File: src/rtl/lvt_pkg.sv
package lvt_pkg;

    // Decoded, active-high timing flags for one pixel position
    typedef struct packed {
        logic hs;
        logic vs;
        logic de;
        logic req;
        logic irq;
    } lvt_flags_t;

    localparam int unsigned LVT_NFLAGS = $bits(lvt_flags_t);

endpackage

File: src/rtl/lvt_count.sv
module lvt_count #(
    parameter int unsigned HW = 16,
    parameter int unsigned FW = 32
) (
    input  logic          clk,
    input  logic          rst_n,
    input  logic          en,
    input  logic [HW-1:0] h_period,
    input  logic [FW-1:0] f_period,
    output logic          run,
    output logic [HW-1:0] h_cnt,
    output logic [FW-1:0] f_cnt
);

    typedef struct packed {
        logic          run;
        logic [HW-1:0] h;
        logic [FW-1:0] f;
    } cnt_t;

    cnt_t cnt_d, cnt_q;

    logic [HW:0] h_inc;
    logic [FW:0] f_inc;

    always_comb begin
        h_inc     = {1'b0, cnt_q.h} + 1'b1;
        f_inc     = {1'b0, cnt_q.f} + 1'b1;
        cnt_d     = cnt_q;
        cnt_d.run = en;
        if (!en || !cnt_q.run) begin
            cnt_d.h = '0;
            cnt_d.f = '0;
        end else begin
            cnt_d.h = (h_inc >= {1'b0, h_period}) ? '0 : h_inc[HW-1:0];
            cnt_d.f = (f_inc >= {1'b0, f_period}) ? '0 : f_inc[FW-1:0];
        end
    end

    always_ff @(posedge clk or negedge rst_n) begin
        if (!rst_n) cnt_q <= '0;
        else        cnt_q <= cnt_d;
    end

    assign run   = cnt_q.run;
    assign h_cnt = cnt_q.h;
    assign f_cnt = cnt_q.f;

    // counters are zero after any cycle with the engine off
    p_zero_when_off_r1: assert property (@(posedge clk) disable iff (!rst_n)
        !en |=> (h_cnt == '0 && f_cnt == '0));

    // inside a line the count climbs by one per pixel clock
    p_h_step_r2: assert property (@(posedge clk) disable iff (!rst_n)
        (run && $past(run) && h_cnt != '0) |-> (h_cnt == $past(h_cnt) + 1'b1));

    // the frame count climbs by one per pixel clock until it wraps
    p_f_step_r3: assert property (@(posedge clk) disable iff (!rst_n)
        (run && $past(run) && f_cnt != '0) |-> (f_cnt == $past(f_cnt) + 1'b1));

    // a fresh run starts at position zero
    p_start_zero_r10: assert property (@(posedge clk) disable iff (!rst_n)
        $rose(run) |-> (h_cnt == '0 && f_cnt == '0));

endmodule

File: src/rtl/lvt_decode.sv
module lvt_decode
    import lvt_pkg::*;
#(
    parameter int unsigned HW = 16,
    parameter int unsigned FW = 32
) (
    input  logic [HW-1:0]   h,
    input  logic [FW-1:0]   f,
    input  logic [2*HW-1:0] hctl,
    input  logic [FW-1:0]   vsync_width,
    input  logic [2*HW-1:0] disp_hctl,
    input  logic [FW-1:0]   disp_vstart,
    input  logic [FW-1:0]   disp_vend,
    input  logic [2*HW-1:0] act_hctl,
    input  logic [FW-1:0]   act_vstart,
    input  logic [FW-1:0]   act_vend,
    input  logic [HW-1:0]   skew,
    output lvt_flags_t      flags
);

    logic [HW-1:0] hs_width, d_hlo, d_hhi, a_hlo, a_hhi;
    logic [FW-1:0] a_vlo;
    logic [FW:0]   vs_lo, vs_hi, f_ext;
    logic          a_hen, a_ven, in_dh, in_dv, ok_ah, ok_av;

    always_comb begin
        hs_width = hctl[HW-1:0];
        d_hlo    = disp_hctl[HW-1:0];
        d_hhi    = disp_hctl[2*HW-1:HW];
        a_hen    = act_hctl[2*HW-1];
        a_hlo    = act_hctl[HW-1:0];
        a_hhi    = {1'b0, act_hctl[2*HW-2:HW]};
        a_ven    = act_vstart[FW-1];
        a_vlo    = {1'b0, act_vstart[FW-2:0]};

        f_ext    = {1'b0, f};
        vs_lo    = {{(FW+1-HW){1'b0}}, skew};
        vs_hi    = vs_lo + {1'b0, vsync_width};

        in_dh    = (h >= d_hlo) && (h <= d_hhi);
        in_dv    = (f >= disp_vstart) && (f <= disp_vend);
        ok_ah    = !a_hen || ((h >= a_hlo) && (h <= a_hhi));
        ok_av    = !a_ven || ((f >= a_vlo) && (f <= act_vend));

        flags.hs  = (h < hs_width);
        flags.vs  = (f_ext >= vs_lo) && (f_ext < vs_hi);
        flags.de  = in_dh && in_dv;
        flags.req = in_dh && in_dv && ok_ah && ok_av;
        flags.irq = (f == '0);
    end

endmodule

File: src/rtl/lin_vtg.sv
module lin_vtg
    import lvt_pkg::*;
#(
    parameter int unsigned HW = 16,
    parameter int unsigned FW = 32,
    parameter int unsigned CW = 24
) (
    input  logic            clk,
    input  logic            rst_n,
    input  logic            cfg_engine_en,
    input  logic [2*HW-1:0] cfg_hctl,
    input  logic [FW-1:0]   cfg_frame_period,
    input  logic [FW-1:0]   cfg_vsync_width,
    input  logic [2*HW-1:0] cfg_disp_hctl,
    input  logic [FW-1:0]   cfg_disp_vstart,
    input  logic [FW-1:0]   cfg_disp_vend,
    input  logic [2*HW-1:0] cfg_act_hctl,
    input  logic [FW-1:0]   cfg_act_vstart,
    input  logic [FW-1:0]   cfg_act_vend,
    input  logic [CW-1:0]   cfg_border_color,
    input  logic [CW-1:0]   cfg_underflow_color,
    input  logic [HW-1:0]   cfg_hsync_skew,
    input  logic [2:0]      cfg_polarity,
    input  logic            pix_valid,
    input  logic [CW-1:0]   pix_data,
    output logic            hsync,
    output logic            vsync,
    output logic            de,
    output logic            pix_req,
    output logic [CW-1:0]   pix_out,
    output logic            vsync_irq
);

    logic          run;
    logic [HW-1:0] h_cnt;
    logic [FW-1:0] f_cnt;
    lvt_flags_t    pos_flags;
    lvt_flags_t    out_d, out_q;

    lvt_count #(.HW(HW), .FW(FW)) u_count (
        .clk      (clk),
        .rst_n    (rst_n),
        .en       (cfg_engine_en),
        .h_period (cfg_hctl[2*HW-1:HW]),
        .f_period (cfg_frame_period),
        .run      (run),
        .h_cnt    (h_cnt),
        .f_cnt    (f_cnt)
    );

    lvt_decode #(.HW(HW), .FW(FW)) u_decode (
        .h           (h_cnt),
        .f           (f_cnt),
        .hctl        (cfg_hctl),
        .vsync_width (cfg_vsync_width),
        .disp_hctl   (cfg_disp_hctl),
        .disp_vstart (cfg_disp_vstart),
        .disp_vend   (cfg_disp_vend),
        .act_hctl    (cfg_act_hctl),
        .act_vstart  (cfg_act_vstart),
        .act_vend    (cfg_act_vend),
        .skew        (cfg_hsync_skew),
        .flags       (pos_flags)
    );

    always_comb begin
        out_d = (cfg_engine_en && run) ? pos_flags : '0;
    end

    always_ff @(posedge clk or negedge rst_n) begin
        if (!rst_n) out_q <= '0;
        else        out_q <= out_d;
    end

    always_comb begin
        hsync     = out_q.hs ^ cfg_polarity[0];
        vsync     = out_q.vs ^ cfg_polarity[1];
        de        = out_q.de ^ cfg_polarity[2];
        pix_req   = out_q.req;
        vsync_irq = out_q.irq;
        if (!out_q.de)      pix_out = '0;
        else if (!out_q.req) pix_out = cfg_border_color;
        else if (pix_valid)  pix_out = pix_data;
        else                 pix_out = cfg_underflow_color;
    end

    // the cycle after the engine is off shows idle outputs
    p_off_idle_r1: assert property (@(posedge clk) disable iff (!rst_n)
        !cfg_engine_en |=> (!pix_req && !vsync_irq && pix_out == '0 &&
                            hsync == cfg_polarity[0] && vsync == cfg_polarity[1] &&
                            de == cfg_polarity[2]));

    // a pixel is only requested inside the display window
    p_req_in_de_r6: assert property (@(posedge clk) disable iff (!rst_n)
        pix_req |-> out_q.de);

    // the frame interrupt never lasts two cycles on a multi-pixel frame
    p_irq_pulse_r9: assert property (@(posedge clk) disable iff (!rst_n)
        (vsync_irq && cfg_frame_period > 1 && cfg_engine_en) |=> !vsync_irq);

    // the requested pixel slot carries source data or the underflow colour
    p_req_colour_r7: assert property (@(posedge clk) disable iff (!rst_n)
        (pix_req && !pix_valid) |-> (pix_out == cfg_underflow_color));

endmodule

File: config.mk
export PLATFORM = sky130hd
export DESIGN_NAME = lin_vtg
export DESIGN_NICKNAME = d
export VERILOG_FILES = /design/src/rtl/lvt_pkg.sv /design/src/rtl/lvt_count.sv /design/src/rtl/lvt_decode.sv /design/src/rtl/lin_vtg.sv
export SDC_FILE = /design/constraint.sdc
export NUM_CORES = 1
export LEC_CHECK = 0
export BUFFER_PORTS_ARGS = -buffer_cell sky130_fd_sc_hd__clkbuf_2
export CORE_MARGIN = 8
export CORE_UTILIZATION = 45
export DETAILED_ROUTE_END_ITERATION = 10
export PLACE_DENSITY = 0.83
export SETUP_SLACK_MARGIN = 0.15
export SYNTH_ARGS = -nofsm -noshare
export SYNTH_HDL_FRONTEND = slang
export SYNTH_SLANG_ARGS = --single-unit
File: constraint.sdc
create_clock -name clk -period 4.6 [get_ports clk]
set_clock_uncertainty 0.05 [all_clocks]
set_input_delay 0.23 -clock clk [delete_from_list [all_inputs] [get_ports clk]]
set_output_delay 0.23 -clock clk [all_outputs]
set_load 0.02 [all_outputs]
==> impl_metrics.env <==
export IMPL_status="completed"
export IMPL_initial_utilization_pct=45.2
export IMPL_power_density_nw_per_um2=110
export IMPL_cp_depth=12
export IMPL_end_kind="flop"
export IMPL_tightest_slew_ps=871
export IMPL_cp_top_family="simple AND/OR/NAND/NOR gates"
export IMPL_avgSynthCellArea_um2=7.76
export IMPL_postRouteAntennaNets=0
export IMPL_clk_pin_slew_ps=80
export IMPL_final_core_util_pct=55.8
export IMPL_drt_first_pass_iters=5
export IMPL_drtIter0Drc=674
export IMPL_crit_arrival_ps=4270
export IMPL_areaGrowthSynthToFinish_pct=23.3
export IMPL_crit_slowest_cell="dfrtp_1"
export IMPL_drv_cap=0
export IMPL_max_freq_ghz=0.244
export IMPL_synthArstFlopShare_pct=100
export IMPL_leakagePower_nw=9.07
export IMPL_peakVddDrop_uv=119
export IMPL_synth_flop_cell="dfrtp_1"
export IMPL_netlist_area_leader_share_pct=34.3
export IMPL_antenna_found_initial=3
export IMPL_clkLatencyLatePin_ps=300
export IMPL_hpwl_mm=36.3
export IMPL_antennaDiodeCount=0
export IMPL_cts_tree="yes"
export IMPL_grtUsageTotal_pct=25.3
export IMPL_gp_congestion=0.971
export IMPL_drive_gt1_share_pct=24.0
export IMPL_wl_mm=41.8
export IMPL_slew_headroom_pct=42.0
export IMPL_yosys_top_cells_area="ha_1 34%, dfrtp_1 12%, inv_1 8.9%"
export IMPL_worstSetupPathType="reg2reg"
export IMPL_fin_crit_sh_pct=89.0
export IMPL_syn_inst=1502
export IMPL_period_needed_ps=4090
export IMPL_cts_buffer_depth=2
export IMPL_required_ps=4770
export IMPL_ys_seq_area_share_pct=11.6
export IMPL_hold_path_class="in2async"
export IMPL_grt_max_degree=55
export IMPL_cts_buffers=5
export IMPL_synth_nets=2205
export IMPL_rsz0062_at_grt="false"
export IMPL_cp_num_buf_inv=0
export IMPL_synth_warnings=0
export IMPL_drc=0
export IMPL_die_area_um2=31300
export IMPL_finalSetupViolations=0
export IMPL_slowest_delay_ps=630
export IMPL_wl_per_cell_um=18.5
export IMPL_vias_per_cell=5.55
export IMPL_hold_viol_final=0
export IMPL_final_cell_mix="411 x clkbuf_2, 319 x ha_1, 276 x inv_1, 117 x nand2_1, 106 x a21oi_1"
export IMPL_layout_commonest_cell="clkbuf_2"
export IMPL_h_tree_depth=2
export IMPL_synth_area_leader_cell="ha_1"
export IMPL_ys_ff_latch=54
export IMPL_die_height_um=177
export IMPL_drv_slew=0
export IMPL_ioPinCount=412
export IMPL_setup_tns_final_ps=0
export IMPL_dieWidth_um=177
export IMPL_clkSinkCount=54
export IMPL_synth_cell_types=61
export IMPL_grt_pass1_vias=12867
export IMPL_layout_nets=2626
export IMPL_cp_cell_sequence="nand3_1, nor4_1, and3_1, nand4_1, xnor2_1, ha_1, a2111o_1, a2111oi_1, nand2_1, a211o_1, and2_4, nor3b_1"
export IMPL_rows=59
export IMPL_overflow=0
export IMPL_cp_max_fo=17
export IMPL_start_kind="flop"
export IMPL_synth_edff_count=0
export IMPL_post_cts_buffers=0
export IMPL_grt_pass1_wl_mm=64.2
export IMPL_post_synth_instance_area_um2=11600
export IMPL_vias=12544
export IMPL_io_buffers=411
export IMPL_placeableCoreArea_um2=25800
export IMPL_root_buffer="clkbuf_16"
export IMPL_rr_worst_depth=12
## worst register-to-register path, cell delays in order, from the launching register on
cell	delay, ps
dfrtp_1	630
nand3_1	170
nor4_1	500
and3_1	480
nand4_1	170
xnor2_1	190
ha_1	220
a2111o_1	450
a2111oi_1	360
nand2_1	100
a211o_1	250
and2_4	250
nor3b_1	200
## metal layers
layer,vias to the layer above,track usage [%],wire (µm)
met2,504,45.1,20400
met3,94,5.04,3160
met1,5772,29.3,16700
met4,6,9.74,1440
met5,-,0,36
li1,6168,-,-
## final cells by class
cell class                      instances  area [µm²]
Clock buffer                            6         139
Clock inverter                          2        16.3
Fill cell                            2354       11400
Inverter                              276        1040
Multi-Input combinational cell       1151        9160
Sequential cell                        54        1350
Tap cell                              335         419
Timing Repair Buffer                  435        2240
## Yosys cell counts, drive strengths merged (3+ instances only)
cell     instances
a2111oi         12
o211a           26
nand3           48
nor3b           11
a21oi          106
a21boi          18
a21o            31
nor2            66
o2111ai          3
o211ai          11
o21a             5
dfrtp           54
and3            17
xnor2           43
mux2i           24
and4             9
a211oi          12
o21bai           6
nor3            16
nand2          118
o31ai            6
o21ai           52
nand4           58
nor2b           27
or4              6
buf              6
inv            276
a31oi            7
nand2b           8
xor2            34
ha             319
clkbuf          15
nor4            21
or2              4
## report_power, final
part	switching [W]	internal, W
Combinational	0.000365	0.000319
Clock	0.000190	0.000219
Sequential	0.0000132	0.000480
## kinds of logic (layout without fill, tap and decap cells)
group | after synthesis | count (layout) | share of synthesized area [%]
fa+ha+maj | 320 | 320 | 34.4
simple gates | 418 | 418 | 18.7
buf+inv | 297 | 719 | 9.74
compound gates | 312 | 312 | 17.7
xor+xnor | 77 | 77 | 5.79
mux | 24 | 24 | 2.06
flops | 54 | 54 | 11.6
## final timing paths
kind                       slack [ps]                           to                       start
setup / recovery                  510   u_count.f_cnt[0]$_DFF_PN0_  u_count.f_cnt[1]$_DFF_PN0_
hold / removal                     20   u_count.f_cnt[5]$_DFF_PN0_                       rst_n
setup reg to reg                  510   u_count.f_cnt[0]$_DFF_PN0_  u_count.f_cnt[1]$_DFF_PN0_
max in group asynchronous        3970  u_count.h_cnt[10]$_DFF_PN0_                       rst_n
hold reg to reg                   500   u_count.h_cnt[0]$_DFF_PN0_  u_count.h_cnt[0]$_DFF_PN0_
min in group clk                  270            pix_req$_DFF_PN0_            cfg_act_hctl[31]
## timing repair
item                      CTS  global route
hold buffers                1             0
gates resized for setup     0             0
hold endpoints to repair    1             0
## stage by stage
| step | total power, W | worst slack, ps | hold WS [ps] | instance area (µm²) | instances |
|---|---|---|---|---|---|
| 2_1_floorplan | 0.000872 | 934 | -116 | 11600 | 1502 |
| 3_3_place_gp | 0.00115 | 638 | 319 | 14200 | 2250 |
| 3_5_place_dp | 0.00118 | 542 | 320 | 14200 | 2250 |
| 4_1_cts | 0.00159 | 558 | 41.9 | 14400 | 2259 |
| 5_1_grt | 0.00170 | 278 | 73.6 | 14400 | 2259 |
| 6_report | 0.00159 | 506 | 20.2 | 14400 | 2259 |
## flip-flops by register name, indices dropped and copies added (netlist names)
name	count
out_q	3
pix_req	1
u_count.f_cnt	32
u_count.h_cnt	16
u_count.run	1
vsync_irq	1
No activity file was read; power rests on OpenSTA's default activity.
